### src/rtl/uart_rxs_pkg.sv
package uart_rxs_pkg;

  // Error tags carried with each stored character.
  typedef struct packed {
    logic brk;
    logic frm;
    logic par;
  } errTag_t;

  localparam int TAG_W = $bits(errTag_t);

  // Strobes from control to datapath.
  typedef struct packed {
    logic push;      // write the presented character
    logic pop;       // drop the head character
    logic flush;     // empty the store
    logic latchHead; // head character seen for the first time
    logic clrStat;   // status register read
    logic setOvr;    // character discarded because the store is full
  } rxsCtl_t;

endpackage

### src/rtl/uart_rxs_dp.sv
module uart_rxs_dp
  import uart_rxs_pkg::*;
#(
  parameter int DATA_W = 8,
  parameter int DEPTH  = 16,
  localparam int PTR_W = $clog2(DEPTH),
  localparam int CNT_W = $clog2(DEPTH + 1)
) (
  input  logic              clk,
  input  logic              rstN,
  input  rxsCtl_t           ctl,
  input  logic [DATA_W-1:0] wrData,
  input  errTag_t           wrTag,
  output logic [DATA_W-1:0] headData,
  output errTag_t           headTag,
  output logic [CNT_W-1:0]  occ,
  output errTag_t           errView,
  output logic              ovrFlag
);

  logic [DATA_W-1:0] dataMem [DEPTH];
  errTag_t           tagMem  [DEPTH];
  logic [PTR_W-1:0]  wrPtr, rdPtr;
  errTag_t           stickyErr;

  function automatic logic [PTR_W-1:0] bump(input logic [PTR_W-1:0] p);
    return (p == PTR_W'(DEPTH - 1)) ? '0 : p + 1'b1;
  endfunction

  // Storage array: no reset needed, occupancy qualifies every read.
  always_ff @(posedge clk) begin
    if (ctl.push) begin
      dataMem[wrPtr] <= wrData;
      tagMem[wrPtr]  <= wrTag;
    end
  end

  always_ff @(posedge clk) begin
    if (!rstN || ctl.flush) begin
      wrPtr <= '0;
      rdPtr <= '0;
      occ   <= '0;
    end else begin
      if (ctl.push) wrPtr <= bump(wrPtr);
      if (ctl.pop)  rdPtr <= bump(rdPtr);
      unique case ({ctl.push, ctl.pop})
        2'b10:   occ <= occ + 1'b1;
        2'b01:   occ <= occ - 1'b1;
        default: occ <= occ;
      endcase
    end
  end

  assign headData = dataMem[rdPtr];
  assign headTag  = tagMem[rdPtr];

  // Sticky error and overrun bits.
  always_ff @(posedge clk) begin
    if (!rstN) begin
      stickyErr <= '0;
      ovrFlag   <= 1'b0;
    end else begin
      if (ctl.clrStat)        stickyErr <= '0;
      else if (ctl.latchHead) stickyErr <= stickyErr | headTag;

      if (ctl.setOvr)       ovrFlag <= 1'b1;
      else if (ctl.clrStat) ovrFlag <= 1'b0;
    end
  end

  // A new head shows its tags in the same cycle it reaches the head.
  assign errView = stickyErr | (ctl.latchHead ? headTag : '0);

endmodule

### src/rtl/uart_rxs_ctl.sv
module uart_rxs_ctl
  import uart_rxs_pkg::*;
#(
  parameter int DEPTH  = 16,
  localparam int CNT_W = $clog2(DEPTH + 1)
) (
  input  logic             clk,
  input  logic             rstN,
  input  logic             fifoEn,
  input  logic             rxValid,
  input  logic             dataRd,
  input  logic             statusRd,
  input  logic [CNT_W-1:0] occ,
  output rxsCtl_t          ctl,
  output logic             modeQ
);

  localparam logic [CNT_W-1:0] CAP_FIFO = CNT_W'(DEPTH);
  localparam logic [CNT_W-1:0] CAP_HOLD = CNT_W'(1);

  logic             headSeen;
  logic [CNT_W-1:0] capacity;
  logic             isFull, isEmpty;

  assign capacity = modeQ ? CAP_FIFO : CAP_HOLD;
  assign isFull   = (occ == capacity);
  assign isEmpty  = (occ == '0);

  always_comb begin
    ctl           = '0;
    ctl.flush     = (fifoEn != modeQ);
    ctl.latchHead = !isEmpty && !headSeen;
    ctl.clrStat   = statusRd;
    if (!ctl.flush) begin
      ctl.pop    = dataRd && !isEmpty;
      ctl.push   = rxValid && !isFull;
      ctl.setOvr = rxValid && isFull;
    end
  end

  always_ff @(posedge clk) begin
    if (!rstN) begin
      modeQ    <= 1'b0;
      headSeen <= 1'b0;
    end else begin
      modeQ <= fifoEn;
      if (ctl.flush || ctl.pop) headSeen <= 1'b0;
      else if (ctl.latchHead)   headSeen <= 1'b1;
    end
  end

endmodule

### src/rtl/uart_rx_status.sv
module uart_rx_status
  import uart_rxs_pkg::*;
#(
  parameter int DATA_W = 8,
  parameter int DEPTH  = 16,
  localparam int CNT_W = $clog2(DEPTH + 1)
) (
  input  logic              clk,
  input  logic              rstN,
  input  logic              fifoEn,
  input  logic              intEn,
  input  logic              rxValid,
  input  logic [DATA_W-1:0] rxData,
  input  logic              rxParErr,
  input  logic              rxFrmErr,
  input  logic              rxBrk,
  input  logic              dataRd,
  input  logic              statusRd,
  output logic [DATA_W-1:0] rdData,
  output logic [4:0]        lineStatus,
  output logic              lsIrq
);

  rxsCtl_t           ctl;
  logic              modeQ;
  logic [CNT_W-1:0]  occ;
  logic [DATA_W-1:0] headData;
  errTag_t           headTag, errView, wrTag;
  logic              ovrFlag;

  assign wrTag = '{brk: rxBrk, frm: rxFrmErr, par: rxParErr};

  uart_rxs_ctl #(.DEPTH(DEPTH)) u_ctl (
    .clk(clk), .rstN(rstN), .fifoEn(fifoEn), .rxValid(rxValid),
    .dataRd(dataRd), .statusRd(statusRd), .occ(occ),
    .ctl(ctl), .modeQ(modeQ)
  );

  uart_rxs_dp #(.DATA_W(DATA_W), .DEPTH(DEPTH)) u_dp (
    .clk(clk), .rstN(rstN), .ctl(ctl), .wrData(rxData), .wrTag(wrTag),
    .headData(headData), .headTag(headTag), .occ(occ),
    .errView(errView), .ovrFlag(ovrFlag)
  );

  assign rdData     = (occ != '0) ? headData : '0;
  assign lineStatus = {errView.brk, errView.frm, errView.par, ovrFlag, occ != '0};
  assign lsIrq      = intEn && (|lineStatus[4:1]);

endmodule

### config.mk
export PLATFORM = sky130hd
export DESIGN_NAME = uart_rx_status
export DESIGN_NICKNAME = d
export VERILOG_FILES = /design/src/rtl/uart_rxs_pkg.sv /design/src/rtl/uart_rxs_dp.sv /design/src/rtl/uart_rxs_ctl.sv /design/src/rtl/uart_rx_status.sv
export SDC_FILE = /design/constraint.sdc
export NUM_CORES = 1
export LEC_CHECK = 0
export BUFFER_PORTS_ARGS = -buffer_cell sky130_fd_sc_hd__buf_2
export CAP_MARGIN = 20
export CORE_MARGIN = 5
export CORE_UTILIZATION = 61
export CTS_CLUSTER_SIZE = 30
export DETAILED_ROUTE_END_ITERATION = 8
export PLACE_DENSITY = 0.79
export SETUP_SLACK_MARGIN = 0.15
export SYNTH_ARGS = -nofsm -noshare
export SYNTH_HDL_FRONTEND = slang
export SYNTH_SLANG_ARGS = --single-unit
### constraint.sdc
create_clock -name clk -period 4.4 [get_ports clk]
set_input_delay 0.88 -clock clk [delete_from_list [all_inputs] [get_ports clk]]
set_output_delay 0.88 -clock clk [all_outputs]
set_load 0.01 [all_outputs]
==> metrics.json, run 1 <==
{
  "run_status": {
    "outcome": "completed"
  },
  "floorplan": {
    "core_area_um2": 12700,
    "die_height_um": 124,
    "fp.dieArea_um2": 15300,
    "rows": 41,
    "initial_core_util": 0.624,
    "floorplan.io_pins": 32,
    "floorplan.die.width_um": 124
  },
  "critical_path": {
    "cp.buffers_inverters": 2,
    "worstPathArrival_ps": 2930,
    "cp_slowest_cell": "sky130_fd_sc_hd__dfxtp_2",
    "crit_path_max_incr_delay_ps": 620,
    "crit_path_cell_trace": "mux4_1 -> mux4_2 -> a21oi_2 -> inv_2 -> o41a_1 -> buf_2",
    "required_ps": 3520,
    "path_class": "reg2out",
    "startpoint_type": "flop",
    "cp-end-kind": "output pin",
    "timing.critical_path.max_delay_family": "multiplexers",
    "worst-path-max-fanout": 14
  },
  "sta": {
    "fin_worst_hold_slack_ps": 500,
    "finalHoldViolCount": 0,
    "finalCriticalPeriod_ps": 3810,
    "finClkSkew_ps": 6.36,
    "final_cycle_share": 0.867,
    "finalWorstSetupSlack_ps": 587,
    "maximum_clock_rate_ghz": 0.262,
    "fin_setup_tns_ps": 0,
    "report.final.slew_viol_count": 0,
    "setup_repair_after_global_routing_missed_its_margin": "no",
    "slew_at_the_pin_closest_to_its_max_slew_limit_ps": 703,
    "max-slew-margin-rel": 0.531,
    "setup_viol": 0
  },
  "pwr": {
    "switching_share": 0.198,
    "cellPowerDensity_nw_per_um2": 418,
    "worst_ir_drop_on_vdd_uv": 264,
    "pwr-share-seq": 0.552,
    "combinationalPowerShare": 0.029,
    "p_int_w": 0.00300,
    "leakagePower_nw": 2.94,
    "clock_power_share": 0.418,
    "netSwitchingPower_w": 0.000743
  },
  "yosys": {
    "yosys_warnings": 0,
    "largest_family_of_logic_cells_by_synthesized_area": "multiplexers",
    "synth_cells": 410,
    "synth_seq_area_share": 0.726,
    "synthXorXnorAreaFrac": 0.00664,
    "top_cells_by_area_in_the_synthesized_netlist": "sky130_fd_sc_hd__edfxtp_1 67%, sky130_fd_sc_hd__mux4_2 14%, sky130_fd_sc_hd__dfxtp_1 5.8%",
    "synth_cell_type_count": 43,
    "synth_edf_count": 176,
    "synth_ff_type": "sky130_fd_sc_hd__edfxtp_1",
    "synthAdderAreaFrac": 0.0142,
    "post_synth_top_area_cell": "sky130_fd_sc_hd__edfxtp_1",
    "postSynthAreaPerCell_um2": 19.3,
    "fraction_of_the_mapped_netlist_area_in_compound_gates": 0.0275,
    "share_of_the_synthesized_area_in_the_top_cell_type": 0.668,
    "number_of_flip_flops_and_latches_in_the_synthesized_netlist": 199,
    "asyncSetResetFlopFracSynth": 0,
    "muxShareOfSynthArea": 0.162,
    "syn-num-nets": 437,
    "synthesis.area_um2": 7910,
    "synth_simple_gate_area_frac": 0.0473
  },
  "placement": {
    "placement.setup.worst_slack_ps": 642,
    "finalWeightedCongestion": 0.843,
    "detailed_placement_hpwl_um": 9280,
    "placement.io_buffers": 31
  },
  "cts": {
    "tritoncts": "built",
    "cts_inserted_buffers": 17,
    "cts_max_level": 4,
    "clockRootBuffer": "sky130_fd_sc_hd__clkbuf_16",
    "cts.sinks": 199,
    "insertion_delay_ps": 430,
    "cts.reportedPaths.clkPinSlew_ps": 60,
    "cts_hold_buffers": 0,
    "cts.path.max_buffers": 2
  },
  "layout": {
    "layout.nets": 487,
    "syn_to_final_growth_pct": 13.4,
    "layout.cells.most_common": "sky130_fd_sc_hd__edfxtp_1",
    "post-route-util": 0.708,
    "ratio_of_cells_with_drive_above_1_in_the_final_layout": 0.296,
    "num_antenna_cells": 0,
    "final_cell_mix": "176 x sky130_fd_sc_hd__edfxtp_1, 48 x sky130_fd_sc_hd__mux4_2, 31 x sky130_fd_sc_hd__buf_2, 24 x sky130_fd_sc_hd__nor2_1, 22 x sky130_fd_sc_hd__buf_4",
    "fill_cells": 770
  },
  "drt": {
    "initial_drc_count": 428,
    "detailroute.via_count": 4007,
    "detail_route.wl_per_cell_um": 23.5,
    "vias_per_cell": 6.21,
    "drtPass1Iterations": 4,
    "post-route-drc-count": 0,
    "antenna_violating_nets_remaining": 0,
    "drt-total-wl_um": 15100
  },
  "min_path": {
    "path_type_of_the_worst_min_delay_path": "reg2reg"
  },
  "global_route": {
    "overflow": 0,
    "antenna_found_initial": 0,
    "grt_start_max_net_pins": 35,
    "grt_pass1_wl_um": 23400,
    "track_usage": 0.218,
    "grt_pass1_vias": 4044
  },
  "job": {
    "maxCapViolations": 0
  }
}
[tightest hold or removal path: cells and delay by family (launching register included)]
family	cells	cell delay, ps
DFF	1	320
AOI/OAI and AO/OA	1	50
and+or+nand+nor	1	100
[per-layer routing]
metal / vias up / track usage / wire length [um]
met5: - / 0 / 0
met4: 0 / 0.0803 / 303
met3: 19 / 0.0477 / 1300
met2: 161 / 0.349 / 7540
met1: 2075 / 0.298 / 5990
li1: 1752 / - / -
[flip-flops by register name (all words and copies together), names as in the netlist, named ones only]
| signal | count |
|---|---|
| u_ctl.headSeen | 1 |
| u_ctl.modeQ | 1 |
| u_dp.dataMem | 128 |
| u_dp.occ | 5 |
| u_dp.ovrFlag | 1 |
| u_dp.rdPtr | 4 |
| u_dp.stickyErr | 3 |
| u_dp.tagMem | 48 |
| u_dp.wrPtr | 4 |
[what timing repair did]
| action | 4_1_cts | 5_1_grt |
|---|---|---|
| gates resized for setup | 0 | 1 |
| setup buffers | 0 | 0 |
| setup endpoints to repair | 0 | 1 |
[metrics by stage]
stage | instances | area, um^2 | total power (W)
after global placement | 613 | 8360 | 0.00222
final | 645 | 8970 | 0.00375
after detailed placement | 613 | 8360 | 0.00222
after CTS | 645 | 8970 | 0.00377
after floorplan | 410 | 7910 | 0.00217
after global routing | 645 | 8970 | 0.00385
[synth_stat cells (4+ instances only)]
library cell               instances
sky130_fd_sc_hd__edfxtp_1        176
sky130_fd_sc_hd__mux4_2           48
sky130_fd_sc_hd__nor2_1           24
sky130_fd_sc_hd__dfxtp_1          23
sky130_fd_sc_hd__a21oi_1          15
sky130_fd_sc_hd__nand2_1          13
sky130_fd_sc_hd__and2_1           12
sky130_fd_sc_hd__clkbuf_1         11
sky130_fd_sc_hd__ha_1              9
sky130_fd_sc_hd__buf_2             6
sky130_fd_sc_hd__inv_1             6
sky130_fd_sc_hd__mux4_1            6
sky130_fd_sc_hd__nor3_1            6
sky130_fd_sc_hd__xor2_1            5
sky130_fd_sc_hd__mux2i_1           4
sky130_fd_sc_hd__o21ai_0           4
[worst paths after layout]
| path | from | end | slack [ps] | depth (start not counted) |
|---|---|---|---|---|
| max | flop | lsIrq | 590 | 6 |
| min | u_dp.stickyErr[0] | u_dp.stickyErr[0] | 500 | 2 |
| max reg2reg | u_dp.occ[0] | u_dp.occ[4] | 1000 | 12 |
| min reg2reg | u_dp.stickyErr[0] | u_dp.stickyErr[0] | 500 | 2 |
[cell type report]
| class | instances | area, um^2 | share of cell area |
|---|---|---|---|
| sequential | 199 | 5750 | 0.641 |
| clock inverter | 15 | 178 | 0.0198 |
| clock buffer | 17 | 425 | 0.0474 |
| multi-input combinational | 182 | 2060 | 0.229 |
| inverter | 7 | 26.3 | 0.00293 |
| tap | 172 | 215 | 0.0240 |
| timing repair buffer | 53 | 320 | 0.0357 |
[power groups by stage]
stage | Sequential (W) | Clock, W | Combinational (W)
detailed placement | 0.00211 | 0 | 0.000111
finish | 0.00207 | 0.00157 | 0.000110
CTS | 0.00207 | 0.00158 | 0.000112
global route | 0.00207 | 0.00166 | 0.000122
global placement | 0.00211 | 0 | 0.000108
floorplan | 0.00211 | 0 | 0.0000604
[logic make-up (layout without fill, tap and decap cells)]
family,count (synthesis),in the layout
AOI/OAI and AO/OA,35,35
xor gates and xnor gates,6,6
adders and majority gates,9,9
buffers and inverters,29,92
DFF,199,199
muxes,58,58
and+or+nand+nor,74,74
Note: power is estimated with default switching activity, not from simulation.
==> inputs of run 2 (changes only) <==
==> constraint.sdc (replaced) <==
create_clock -name clk -period 4.4 [get_ports clk]
set_input_delay 0.22 -clock clk [delete_from_list [all_inputs] [get_ports clk]]
set_output_delay 0.22 -clock clk [all_outputs]
set_load 0.01 [all_outputs]
==> run 2 against run 1 <==
Net effect:
- sequential share of layout area increased by 0.30 points
- sequential cell count stayed put
- power is 1.4% lower
- combinational power about the same
- largest cell class unchanged
- register-to-register slack better by 30 ps
- clock-buffer cell count is 1 higher
- final area is 0.49% lower
- critical path type is now reg2reg
- die area did not move
- clock power down 4%
- critical path depth increased by 6
- critical endpoint is now u_dp.occ[4]
- worst hold slack worse by 460 ps
==> metrics.json, run 2 (synthesized netlist as in run 1, its figures left out) <==
{
  "cts": {
    "tritoncts": "built",
    "insertion_delay_ps": 430,
    "cts_inserted_buffers": 17,
    "cts.path.max_buffers": 2,
    "cts.reportedPaths.clkPinSlew_ps": 70,
    "cts.sinks": 199,
    "cts_max_level": 4,
    "cts_hold_buffers": 0,
    "post_cts_resize_count": 0,
    "clockRootBuffer": "sky130_fd_sc_hd__clkbuf_16",
    "cts.repair_timing.setup_buffer_count": 0
  },
  "pwr": {
    "cellPowerDensity_nw_per_um2": 414,
    "worst_ir_drop_on_vdd_uv": 419,
    "leakagePower_nw": 2.92,
    "clock_power_share": 0.410,
    "netSwitchingPower_w": 0.000746,
    "pwr-share-seq": 0.560,
    "p_int_w": 0.00295,
    "switching_share": 0.202,
    "combinationalPowerShare": 0.030
  },
  "global_route": {
    "overflow": 0,
    "grt_start_max_net_pins": 22,
    "grt_pass1_vias": 4105,
    "track_usage": 0.228,
    "grt_pass1_wl_um": 24500,
    "antenna_found_initial": 0
  },
  "sta": {
    "slew_at_the_pin_closest_to_its_max_slew_limit_ps": 923,
    "final_cycle_share": 0.766,
    "finClkSkew_ps": 9.82,
    "finalHoldViolCount": 0,
    "fin_setup_tns_ps": 0,
    "setup_repair_after_global_routing_missed_its_margin": "no",
    "maximum_clock_rate_ghz": 0.297,
    "finalCriticalPeriod_ps": 3370,
    "setup_viol": 0,
    "max-slew-margin-rel": 0.384,
    "report.final.slew_viol_count": 0
  },
  "critical_path": {
    "crit_path_max_incr_delay_ps": 480,
    "cp_slowest_cell": "sky130_fd_sc_hd__or4_1",
    "path_class": "reg2reg",
    "worst_path_most_repeated_cell": "sky130_fd_sc_hd__ha_1",
    "cp-end-kind": "flop",
    "worst-path-max-fanout": 10,
    "required_ps": 4750,
    "startpoint_type": "flop",
    "crit_path_cell_trace": "and3b_1 -> o21ai_1 -> and2_1 -> inv_1 -> ha_1 -> xor2_1 -> ha_1 -> a21boi_1 -> o221ai_1 -> nor3b_1 -> or4_1 -> a21oi_1",
    "worstPathArrival_ps": 3720
  },
  "layout": {
    "layout.nets": 485,
    "fill_cells": 774,
    "layout.cells.most_common": "sky130_fd_sc_hd__edfxtp_1",
    "post-route-util": 0.704,
    "largest_register_ff_count": 128,
    "num_antenna_cells": 0,
    "layout_top_registers": "u_dp.dataMem x128, u_dp.tagMem x48, u_dp.occ x5",
    "final_cell_mix": "176 x sky130_fd_sc_hd__edfxtp_1, 48 x sky130_fd_sc_hd__mux4_2, 31 x sky130_fd_sc_hd__buf_2, 24 x sky130_fd_sc_hd__nor2_1, 22 x sky130_fd_sc_hd__dfxtp_1",
    "ratio_of_cells_with_drive_above_1_in_the_final_layout": 0.289,
    "register_containing_the_most_flip_flops_in_the_final_layout": "u_dp.dataMem",
    "syn_to_final_growth_pct": 12.8
  },
  "drt": {
    "vias_per_cell": 6.25,
    "initial_drc_count": 511,
    "antenna_violating_nets_remaining": 0,
    "post-route-drc-count": 0,
    "detailroute.via_count": 4019,
    "drtPass1Iterations": 5,
    "drt-total-wl_um": 15800,
    "detail_route.wl_per_cell_um": 24.5
  },
  "placement": {
    "finalWeightedCongestion": 0.783,
    "placement.io_buffers": 31,
    "detailed_placement_hpwl_um": 9430
  },
  "run_status": {
    "outcome": "completed"
  },
  "job": {
    "maxCapViolations": 0
  },
  "floorplan": {
    "floorplan.io_pins": 32,
    "initial_core_util": 0.624,
    "die_height_um": 124,
    "rows": 41,
    "fp.dieArea_um2": 15300,
    "core_area_um2": 12700,
    "floorplan.die.width_um": 124
  },
  "min_path": {
    "path_type_of_the_worst_min_delay_path": "in2reg"
  }
}
run 2: changes by cell type in the layout (fill, tap and decap cells not counted), sizes merged:
cell,previous run,this run
bufinv,3,2
clkbuf,17,18
inv,10,12
clkinvlp,2,1
buf,53,51
clkinv,7,6
run 2: final cells by class:
cell class / count / area [um^2] / area share
clock inverter: 14 / 146 / 0.0164
timing repair buffer: 51 / 305 / 0.0342
sequential: 199 / 5750 / 0.644
multi-input combinational: 182 / 2060 / 0.230
inverter: 7 / 26.3 / 0.00294
tap: 172 / 215 / 0.0241
clock buffer: 18 / 429 / 0.0481
run 2: per-layer routing:
layer | up-vias | GRT usage | part of all wire
met5 | - | 0 | 0
met2 | 166 | 0.375 | 0.51
met4 | 0 | 0.0630 | 0.013
li1 | 1746 | - | -
met3 | 17 | 0.0513 | 0.065
met1 | 2090 | 0.314 | 0.41
run 2: metrics by stage:
stage / worst slack [ps] / power, W / hold slack, ps / cell area, um^2 / cells
after global placement: 1300 / 0.00222 / 453 / 8350 / 611
after floorplan: 1260 / 0.00217 / 319 / 7910 / 410
after CTS: 1040 / 0.00371 / 25.4 / 8920 / 643
after detailed placement: 1050 / 0.00222 / 465 / 8350 / 611
final: 1030 / 0.00369 / 41.1 / 8920 / 643
after global routing: 748 / 0.00382 / 45.3 / 8920 / 643
run 2: path summary, 6_finish.rpt:
| kind | startpoint | end | slack (ps) | cells after the start |
|---|---|---|---|---|
| setup / recovery | u_dp.occ[0] | u_dp.occ[4] | 1030 | 12 |
| hold / removal | fifoEn | u_ctl.modeQ | 40 | 2 |
| setup reg to reg | u_dp.occ[0] | u_dp.occ[4] | 1030 | 12 |
| hold reg to reg | u_dp.stickyErr[0] | u_dp.stickyErr[0] | 490 | 2 |
run 2: critical path: cells and delay by family (launching register included):
family                   cells  cell delay (ps)
adder cells (fa/ha/maj)      2              540
XOR/XNOR                     1              190
flip-flops                   1              460
AND/OR/NAND/NOR              4             1190
buffers and inverters        1               90
AO/OA/AOI/OAI                4              840
run 2: power by group through the flow:
stage / sequential [W] / combinational, W / clock, W
after floorplan: 0.00211 / 0.0000604 / 0
after detailed placement: 0.00211 / 0.000111 / 0
after global routing: 0.00207 / 0.000122 / 0.00162
after CTS: 0.00207 / 0.000112 / 0.00153
after global placement: 0.00211 / 0.000107 / 0
final: 0.00207 / 0.000111 / 0.00151
